File: config.mk
export PLATFORM = sky130hd
export DESIGN_NAME = cke_pwr_seq
export DESIGN_NICKNAME = d
export VERILOG_FILES = /design/src/rtl/cke_seq_pkg.sv /design/src/rtl/cke_dwell_ctr.sv /design/src/rtl/exit_countdown.sv /design/src/rtl/cke_pwr_fsm.sv /design/src/rtl/cke_pwr_seq.sv
export SDC_FILE = /design/constraint.sdc
export NUM_CORES = 1
export LEC_CHECK = 0
export CORE_MARGIN = 3
export CORE_UTILIZATION = 30
export CTS_CLUSTER_SIZE = 40
export DETAILED_ROUTE_END_ITERATION = 12
export GPL_TIMING_DRIVEN = 0
export PLACE_DENSITY_LB_ADDON = 0.1
export SLEW_MARGIN = 20
export SYNTH_ARGS = -nofsm -noshare
export SYNTH_HDL_FRONTEND = slang
export SYNTH_SLANG_ARGS = --single-unit
export TNS_END_PERCENT = 100
File: constraint.sdc
create_clock -name clk -period 4.3 [get_ports clk]
set_clock_uncertainty 0.1 [all_clocks]
set_input_delay 0.86 -clock clk [delete_from_list [all_inputs] [get_ports clk]]
set_output_delay 0.86 -clock clk [all_outputs]
set_load 0.005 [all_outputs]
File: src/rtl/cke_seq_pkg.sv
package cke_seq_pkg;

    typedef enum logic [2:0] {
        PS_INIT = 3'd0,
        PS_NORM = 3'd1,
        PS_APD  = 3'd2,
        PS_PPD  = 3'd3,
        PS_SREF = 3'd4
    } pwr_state_e;

    typedef enum logic [1:0] {
        CMD_DESEL = 2'd0,
        CMD_NOP   = 2'd1,
        CMD_REF   = 2'd2,
        CMD_PASS  = 2'd3
    } bus_cmd_e;

    typedef struct packed {
        logic pd;
        logic sr;
        logic ex;
        logic fx;
    } pwr_req_t;

    function automatic logic req_bad_in_norm(pwr_req_t r, logic bank_open);
        return r.ex | (r.sr & (bank_open | r.pd));
    endfunction

    function automatic logic req_bad_in_low(pwr_req_t r);
        return r.pd | r.sr;
    endfunction

endpackage

File: src/rtl/cke_dwell_ctr.sv
module cke_dwell_ctr #(
    parameter int MIN_DWELL = 3
) (
    input  logic clk,
    input  logic rst,
    input  logic level_change,
    output logic dwell_ok
);
    localparam int W = (MIN_DWELL < 2) ? 1 : $clog2(MIN_DWELL);
    localparam logic [W-1:0] LAST = W'(MIN_DWELL - 1);

    logic [W-1:0] cnt_q;

    always_ff @(posedge clk) begin
        if (rst || level_change) begin
            cnt_q <= '0;
        end else if (cnt_q != LAST) begin
            cnt_q <= cnt_q + 1'b1;
        end
    end

    assign dwell_ok = (cnt_q == LAST);
endmodule

File: src/rtl/exit_countdown.sv
module exit_countdown #(
    parameter int LOAD = 10
) (
    input  logic clk,
    input  logic rst,
    input  logic load,
    output logic is_zero,
    output logic at_most_one
);
    localparam int W = $clog2(LOAD + 1);

    logic [W-1:0] cnt_q;

    always_ff @(posedge clk) begin
        if (rst) begin
            cnt_q <= '0;
        end else if (load) begin
            cnt_q <= W'(LOAD);
        end else if (cnt_q != '0) begin
            cnt_q <= cnt_q - 1'b1;
        end
    end

    assign is_zero     = (cnt_q == '0);
    assign at_most_one = (cnt_q <= W'(1));
endmodule

File: src/rtl/cke_pwr_fsm.sv
module cke_pwr_fsm
    import cke_seq_pkg::*;
(
    input  logic       clk,
    input  logic       rst,
    input  logic       init_done,
    input  pwr_req_t   req,
    input  logic       bank_open,
    input  logic       busy,
    input  logic       dwell_ok,
    input  logic       nr_zero,
    input  logic       nr_le1,
    output logic       cke_q,
    output logic       cke_d,
    output bus_cmd_e   cmd_q,
    output pwr_state_e st_q,
    output logic       ill_q,
    output logic       sr_exit
);
    pwr_state_e st_d;
    bus_cmd_e   cmd_d;
    logic       ill_d;

    always_comb begin
        st_d    = st_q;
        cke_d   = cke_q;
        cmd_d   = cmd_q;
        ill_d   = ill_q;
        sr_exit = 1'b0;
        case (st_q)
            PS_INIT: begin
                cmd_d = CMD_NOP;
                if (init_done) begin
                    cke_d = 1'b1;
                    st_d  = PS_NORM;
                end
            end
            PS_NORM: begin
                cmd_d = nr_le1 ? CMD_PASS : CMD_NOP;
                if (req_bad_in_norm(req, bank_open)) begin
                    ill_d = 1'b1;
                end else if (dwell_ok && nr_zero && !busy && (req.pd || req.sr)) begin
                    cke_d = 1'b0;
                    if (req.sr) begin
                        st_d  = PS_SREF;
                        cmd_d = CMD_REF;
                    end else begin
                        st_d  = bank_open ? PS_APD : PS_PPD;
                        cmd_d = CMD_NOP;
                    end
                end
            end
            PS_APD, PS_PPD, PS_SREF: begin
                cmd_d = CMD_DESEL;
                if (req_bad_in_low(req)) begin
                    ill_d = 1'b1;
                end else if (dwell_ok && (req.ex || (req.fx && st_q != PS_SREF))) begin
                    cke_d   = 1'b1;
                    st_d    = PS_NORM;
                    cmd_d   = CMD_NOP;
                    sr_exit = (st_q == PS_SREF);
                end
            end
            default: begin
                st_d  = PS_INIT;
                cke_d = 1'b0;
                cmd_d = CMD_NOP;
            end
        endcase
    end

    always_ff @(posedge clk) begin
        if (rst) begin
            st_q  <= PS_INIT;
            cke_q <= 1'b0;
            cmd_q <= CMD_NOP;
            ill_q <= 1'b0;
        end else begin
            st_q  <= st_d;
            cke_q <= cke_d;
            cmd_q <= cmd_d;
            ill_q <= ill_d;
        end
    end
endmodule

File: src/rtl/cke_pwr_seq.sv
module cke_pwr_seq
    import cke_seq_pkg::*;
#(
    parameter int MIN_DWELL = 3,
    parameter int T_XSNR    = 10,
    parameter int T_XSRD    = 200
) (
    input  logic       clk,
    input  logic       rst,
    input  logic       init_done,
    input  logic       req_pd,
    input  logic       req_sr,
    input  logic       req_exit,
    input  logic       force_exit,
    input  logic       bank_open,
    input  logic       busy,
    output logic       cke,
    output logic [1:0] cmd_out,
    output logic [2:0] pwr_state,
    output logic       cmd_ready,
    output logic       rd_ready,
    output logic       illegal_req
);
    localparam int NUM_TMR = 2;
    localparam int TMR_NR  = 0;
    localparam int TMR_RD  = 1;

    pwr_req_t   req;
    logic       cke_q, cke_d, dwell_ok, ill_q, sr_exit;
    bus_cmd_e   cmd_q;
    pwr_state_e st_q;
    logic [NUM_TMR-1:0] tmr_zero, tmr_le1;

    assign req = '{pd: req_pd, sr: req_sr, ex: req_exit, fx: force_exit};

    cke_dwell_ctr #(.MIN_DWELL(MIN_DWELL)) dwell_i (
        .clk          (clk),
        .rst          (rst),
        .level_change (cke_d != cke_q),
        .dwell_ok     (dwell_ok)
    );

    for (genvar g = 0; g < NUM_TMR; g++) begin : g_tmr
        localparam int LD = (g == TMR_NR) ? T_XSNR : T_XSRD;
        exit_countdown #(.LOAD(LD)) tmr_i (
            .clk         (clk),
            .rst         (rst),
            .load        (sr_exit),
            .is_zero     (tmr_zero[g]),
            .at_most_one (tmr_le1[g])
        );
    end

    cke_pwr_fsm fsm_i (
        .clk       (clk),
        .rst       (rst),
        .init_done (init_done),
        .req       (req),
        .bank_open (bank_open),
        .busy      (busy),
        .dwell_ok  (dwell_ok),
        .nr_zero   (tmr_zero[TMR_NR]),
        .nr_le1    (tmr_le1[TMR_NR]),
        .cke_q     (cke_q),
        .cke_d     (cke_d),
        .cmd_q     (cmd_q),
        .st_q      (st_q),
        .ill_q     (ill_q),
        .sr_exit   (sr_exit)
    );

    assign cke         = cke_q;
    assign cmd_out     = cmd_q;
    assign pwr_state   = st_q;
    assign illegal_req = ill_q;
    assign cmd_ready   = (st_q == PS_NORM) && tmr_zero[TMR_NR];
    assign rd_ready    = (st_q == PS_NORM) && tmr_zero[TMR_RD];
endmodule

## Yosys cells after proc, flatten, opt, wreduce, memory -nomap -nowiden

Cells that the tools add are included.
W data, S select, Z words.

| word-level totals | value |
|---|---|
| memories | 0 |
| register bits | 21 |
| bits in latches | 0 |
| input port bits | 9 |
| word-level logic and storage cells | 86 |
| bits in read-only memories | 0 |
| RAM bits | 0 |
| output and inout bits | 9 |

| operators by class | value |
|---|---|
| reductions and logical operators | 23 |
| bitwise operators | 4 |
| eq/ne operators | 15 |
| multiply operators | 0 |
| shifts and indexed selects | 0 |
| multiplexer cells | 31 |
| $lt $le $gt $ge | 1 |
| $add $sub $neg | 3 |
| div/mod/pow operators | 0 |

Operators with widths:

| cell | number |
|---|---|
| $mux W3 | 6 |
| $mux W8 | 2 |
| $mux W1 | 12 |
| $mux W2 | 5 |
| $pmux W3 S3 | 1 |
| $logic_not A8 Y1 | 1 |
| $mux W4 | 2 |
| $ne A2 B1 Y1 const B | 4 |
| $ne A2 B2 Y1 const B | 4 |
| $reduce_bool A8 Y1 | 1 |
| $sub A8 B1 Y8 const B | 1 |
| $logic_and A1 B1 Y1 | 7 |
| $eq A3 B2 Y1 const B | 2 |
| $reduce_bool A2 Y1 | 3 |
| $reduce_and A5 Y1 | 1 |
| $le A4 B1 Y1 const B | 1 |
| $logic_not A4 Y1 | 1 |
| $pmux W2 S2 | 1 |
| $reduce_bool A4 Y1 | 1 |
| $sub A4 B1 Y4 const B | 1 |
| $eq A3 B1 Y1 const B | 1 |
| $eq A3 B3 Y1 const B | 1 |
| $logic_not A3 Y1 | 1 |
| $logic_or A1 B1 Y1 | 3 |
| 12 further kinds | 14 |

## Longest topological paths before layout

| depth | value |
|---|---|
| word-level depth | 9 |
| gate-level depth with buffers | 8 |

## By module

Synthesis repeated with hierarchy kept, for this count alone.

| second synthesis, totals | value |
|---|---|
| cell total of the unflattened synthesis | 138 |
| area, all modules | 1183.6 µm² |

Modules (own cells, without submodules):

| module | times used | cells an instance | sequential area each (µm²) | area each (µm²) |
|---|---|---|---|---|
| cke_pwr_fsm | 1 | 60 | 140.1 | 455.4 |
| exit_countdown at g_tmr[1].tmr_i | 1 | 48 | 160.2 | 424.2 |
| exit_countdown at g_tmr[0].tmr_i | 1 | 17 | 80.1 | 165.2 |
| cke_dwell_ctr | 1 | 10 | 40.0 | 105.1 |
| cke_pwr_seq | 1 | 3 | 0.0 | 33.8 |

## Worst setup path after synthesis

Ideal clock, no wire load.

| timing path | value |
|---|---|
| kind | register to output |
| from | register g_tmr[1].tmr_i.cnt_q[0] |
| to | output rd_ready |
| data arrival time | 1301 ps |
| cell stages (with the launch flop) | 7 |
| buffers on the path | 0 |
| setup slack | 2039 ps |
| required time | 3340 ps |
| cell sequence | dfxtp_1 -> inv_1 -> ha_1 -> or3b_1 -> nor2_1 -> nand2_1 -> nor2_1 |

| between the ends | value |
|---|---|
| cells in the longest elaborated chain, start to end | 2 |

RTL lines:

| item | line | RTL |
|---|---|---|
| start, declared | exit_countdown.sv:12 | `logic [W-1:0] cnt_q;` |
| start signal, assigned | exit_countdown.sv:18 | `cnt_q <= W'(LOAD);` |
| start signal, assigned | exit_countdown.sv:20 | `cnt_q <= cnt_q - 1'b1;` |
| $logic_not A8 Y1 | exit_countdown.sv:24 | `assign is_zero = (cnt_q == '0);` |
| $logic_and A1 B1 Y1 | cke_pwr_seq.sv:77 | `assign rd_ready = (st_q == PS_NORM) && tmr_zero[TMR_RD];` |
| end, declared | cke_pwr_seq.sv:21 | `output logic rd_ready,` |

No other way between the ends.

## Final worst setup path

Same ends and word-level chain as after synthesis.

==> flow_summary.yaml <==
flow_run:
  maxCapViolCount: 0
clocking:
  postCtsSetupRepairBufs: 0
  cts-root-buf: "clkbuf_8"
  cts.sinks: 21
  numCtsBuffers: 3
  htreeDepth: 1
  clk_latency_ns: 0.25
  hold_buffers: 0
  clockBufferDepth: 2
  ctsResizeCount: 0
  clkTransAtPathRegs_ns: 0.07
  cts_tree: "done"
critical_path:
  cp_slowest_cell: "clkdlybuf4s50_1"
  crit_type: "reg2out"
  critPathMaxStageDelay_ns: 0.51
  cp.arrival_ns: 2.24
  cp-end-kind: "output port"
  worstPathMaxFanout: 5
  path_buf_inv: 2
  ff2ff_setup_slack_ns: 2.18
  critPathMostFrequentCell: "nor2_1"
  start_kind: "flip-flop"
  cp_cell_sequence: "inv_1 -> ha_1 -> or3b_1 -> nor2_1 -> nand2_1 -> nor2_1 -> clkdlybuf4s50_1"
  critPathTopFamily: "simple AND/OR/NAND/NOR gates"
  required_ns: 3.34
placed_design:
  gp_routability_congestion: 0.7670
  port_buffers: 17
  dp_hpwl_um: 1977
yosys:
  yosys.area_share.adder_pct: 2.275
  syn_nets: 148
  yosysWarningCount: 0
  synth_simple_gate_area_share_pct: 34.13
  ys_types: 39
  synthCells: 137
  synth-compound-area-share_pct: 17.75
  synthesis.area_mm2: 0.001100
  synthMuxAreaShare_pct: 0.9101
  yosysSeqAreaShare_pct: 38.23
  avgSynthCellArea_um2: 8.028
  synth_top_family_by_area: "simple AND/OR/NAND/NOR gates"
  synth_seq_cells: 21
  synth_xor_area_share_pct: 3.185
die:
  start_util_pct: 31.95
  num_io_pins: 18
  dieArea_mm2: 0.004428
  die_x_um: 66.55
  rows: 21
  fp.dieH_um: 66.55
  core_area_mm2: 0.003442
sta:
  slew-limit-headroom_pct: 69.17
  tightest_slew_ns: 0.4624
  hold_violations: 0
  min_period_ns: 3.202
  fin_crit_sh_pct: 74.47
  fmax_mhz: 312.3
  setup_viol: 0
  setup_tns_ns: 0
  whs_ns: 0.4125
  grt_setup_unrepaired: "no"
  report.final.slew_viol_count: 0
routing:
  vias_per_cell: 5.147
  wl_per_cell_um: 12.70
  ant_nets: 0
  dr.pass1.iters: 4
  num_vias: 1050
  drt-total-wl_um: 2590
  dr.first_iter.drc_count: 43
  drc: 0
power:
  p_per_area_mw_per_mm2: 447.0
  ir_worst_vdd_mv: 0.2697
  power_mw: 0.6136
  p_leak_nw: 0.4856
global_routing:
  grt_max_degree: 12
  grt_pass1_vias: 999
  grt_usage_pct: 13.42
  grt_pass1_wl_um: 4567
  antenna_found_initial: 0
  grt.overflow.total: 0
final_layout:
  fin_nets: 170
  final_cell_mix: "dfxtp_1, nor2_1, clkdlybuf4s50_1"
  layout-drive-gt1-share_pct: 5.063
  final_common_cell: "dfxtp_1"
  antenna_cells: 0
  synthToLayoutAreaGrowth_pct: 24.80
worst_hold_path:
  min_path_type: "reg2reg"
run_status:
  status: "completed"
[registers in the layout, indices dropped and copies added (netlist names)]
signal and flops:
g_tmr.tmr_i.cnt_q 12, fsm_i.ill_q 1, fsm_i.st_q 3, dwell_i.cnt_q 2
fsm_i.cmd_q 2, fsm_i.cke_q 1
[Yosys cell counts]
master	n	area, um2
a211o_1	1	8.760
a211oi_1	1	7.510
a21o_1	1	7.510
a21oi_1	11	55.05
a311o_1	1	10.01
a31oi_1	6	37.54
and2_1	1	6.260
buf_2	1	5.000
clkbuf_1	4	15.01
dfxtp_1	21	420.4
ha_1	2	25.02
inv_1	5	18.77
mux2i_1	1	10.01
nand2_1	6	22.52
nand2b_1	3	18.77
nand3_1	1	5.000
nand3b_1	2	15.01
nand4_1	1	6.260
nand4bb_1	1	11.26
nor2_1	20	75.07
nor2b_1	3	18.77
nor3_1	10	50.05
nor3b_1	3	22.52
nor4_1	2	12.51
nor4_2	1	12.51
nor4b_1	1	8.760
o21a_1	1	7.510
o21ai_0	7	35.03
o21ai_1	1	5.000
o22ai_1	1	6.260
o31ai_1	2	15.01
or2_1	2	12.51
or2_2	1	6.260
or3_1	2	12.51
or3b_1	3	26.28
or4_4	2	22.52
or4b_1	1	10.01
xnor2_1	3	26.28
xor2_1	1	8.760
[worst paths after layout]
path | from | to | cells past startpoint
setup / recovery | g_tmr[1].tmr_i.cnt_q[0] | rd_ready | 7
setup reg to reg | g_tmr[0].tmr_i.cnt_q[1] | fsm_i.cmd_q[0] | 5
hold reg to reg | g_tmr[1].tmr_i.cnt_q[1] | g_tmr[1].tmr_i.cnt_q[1] | 2
hold / removal | g_tmr[1].tmr_i.cnt_q[1] | g_tmr[1].tmr_i.cnt_q[1] | 2
[report_power, final]
group	internal [mW]	switching, mW	leakage [nW]
clock network	0.0659	0.0604	0.0228
registers	0.230	0.0283	0.172
logic	0.113	0.116	0.291
total	0.409	0.205	0.486
[worst register-to-register path, delay by kind of cell (launching register included)]
family / cells / cell delay, ns
AO/OA/AOI/OAI: 2 / 0.29
flip-flops: 1 / 0.35
AND/OR/NAND/NOR: 3 / 1.27
[through the flow]
step	cells	cell area (um2)	utilization [%]	worst slack (ns)
2_1_floorplan	137	1100	-	2.039
3_3_place_gp	200	1328	38.57	1.409
3_5_place_dp	200	1328	38.57	1.370
4_1_cts	204	1373	39.88	1.070
5_1_grt	204	1373	39.88	0.9594
6_report	204	1373	39.88	1.098
[metal layers]
metal  GRT usage, %  share of wire (%)  up-vias
li1               -                  -      538
met1          18.78                 51      482
met2          19.80                 43       28
met3          3.879                5.4        2
met4          3.807               0.89        0
met5              0                  0        -
[cells by family (layout without fill, tap and decap cells)]
| kind of cell | after synthesis | count (layout) |
|---|---|---|
| buffers and inverters | 10 | 31 |
| XOR/XNOR | 4 | 4 |
| flip-flops | 21 | 21 |
| AND/OR/NAND/NOR | 66 | 66 |
| multiplexers | 1 | 1 |
| AO/OA/AOI/OAI | 33 | 33 |
| adder cells (fa/ha/maj) | 2 | 2 |
[area by class of cell]
class                           count  area (um2)
Timing Repair Buffer               17       170.2
Buffer                              5       20.02
Inverter                            5       18.77
Clock buffer                        4       45.04
Multi-Input combinational cell    106       640.6
Sequential cell                    21       420.4
Fill cell                         365        2069
Tap cell                           46       57.56
Power figures use the tool's default switching activity.
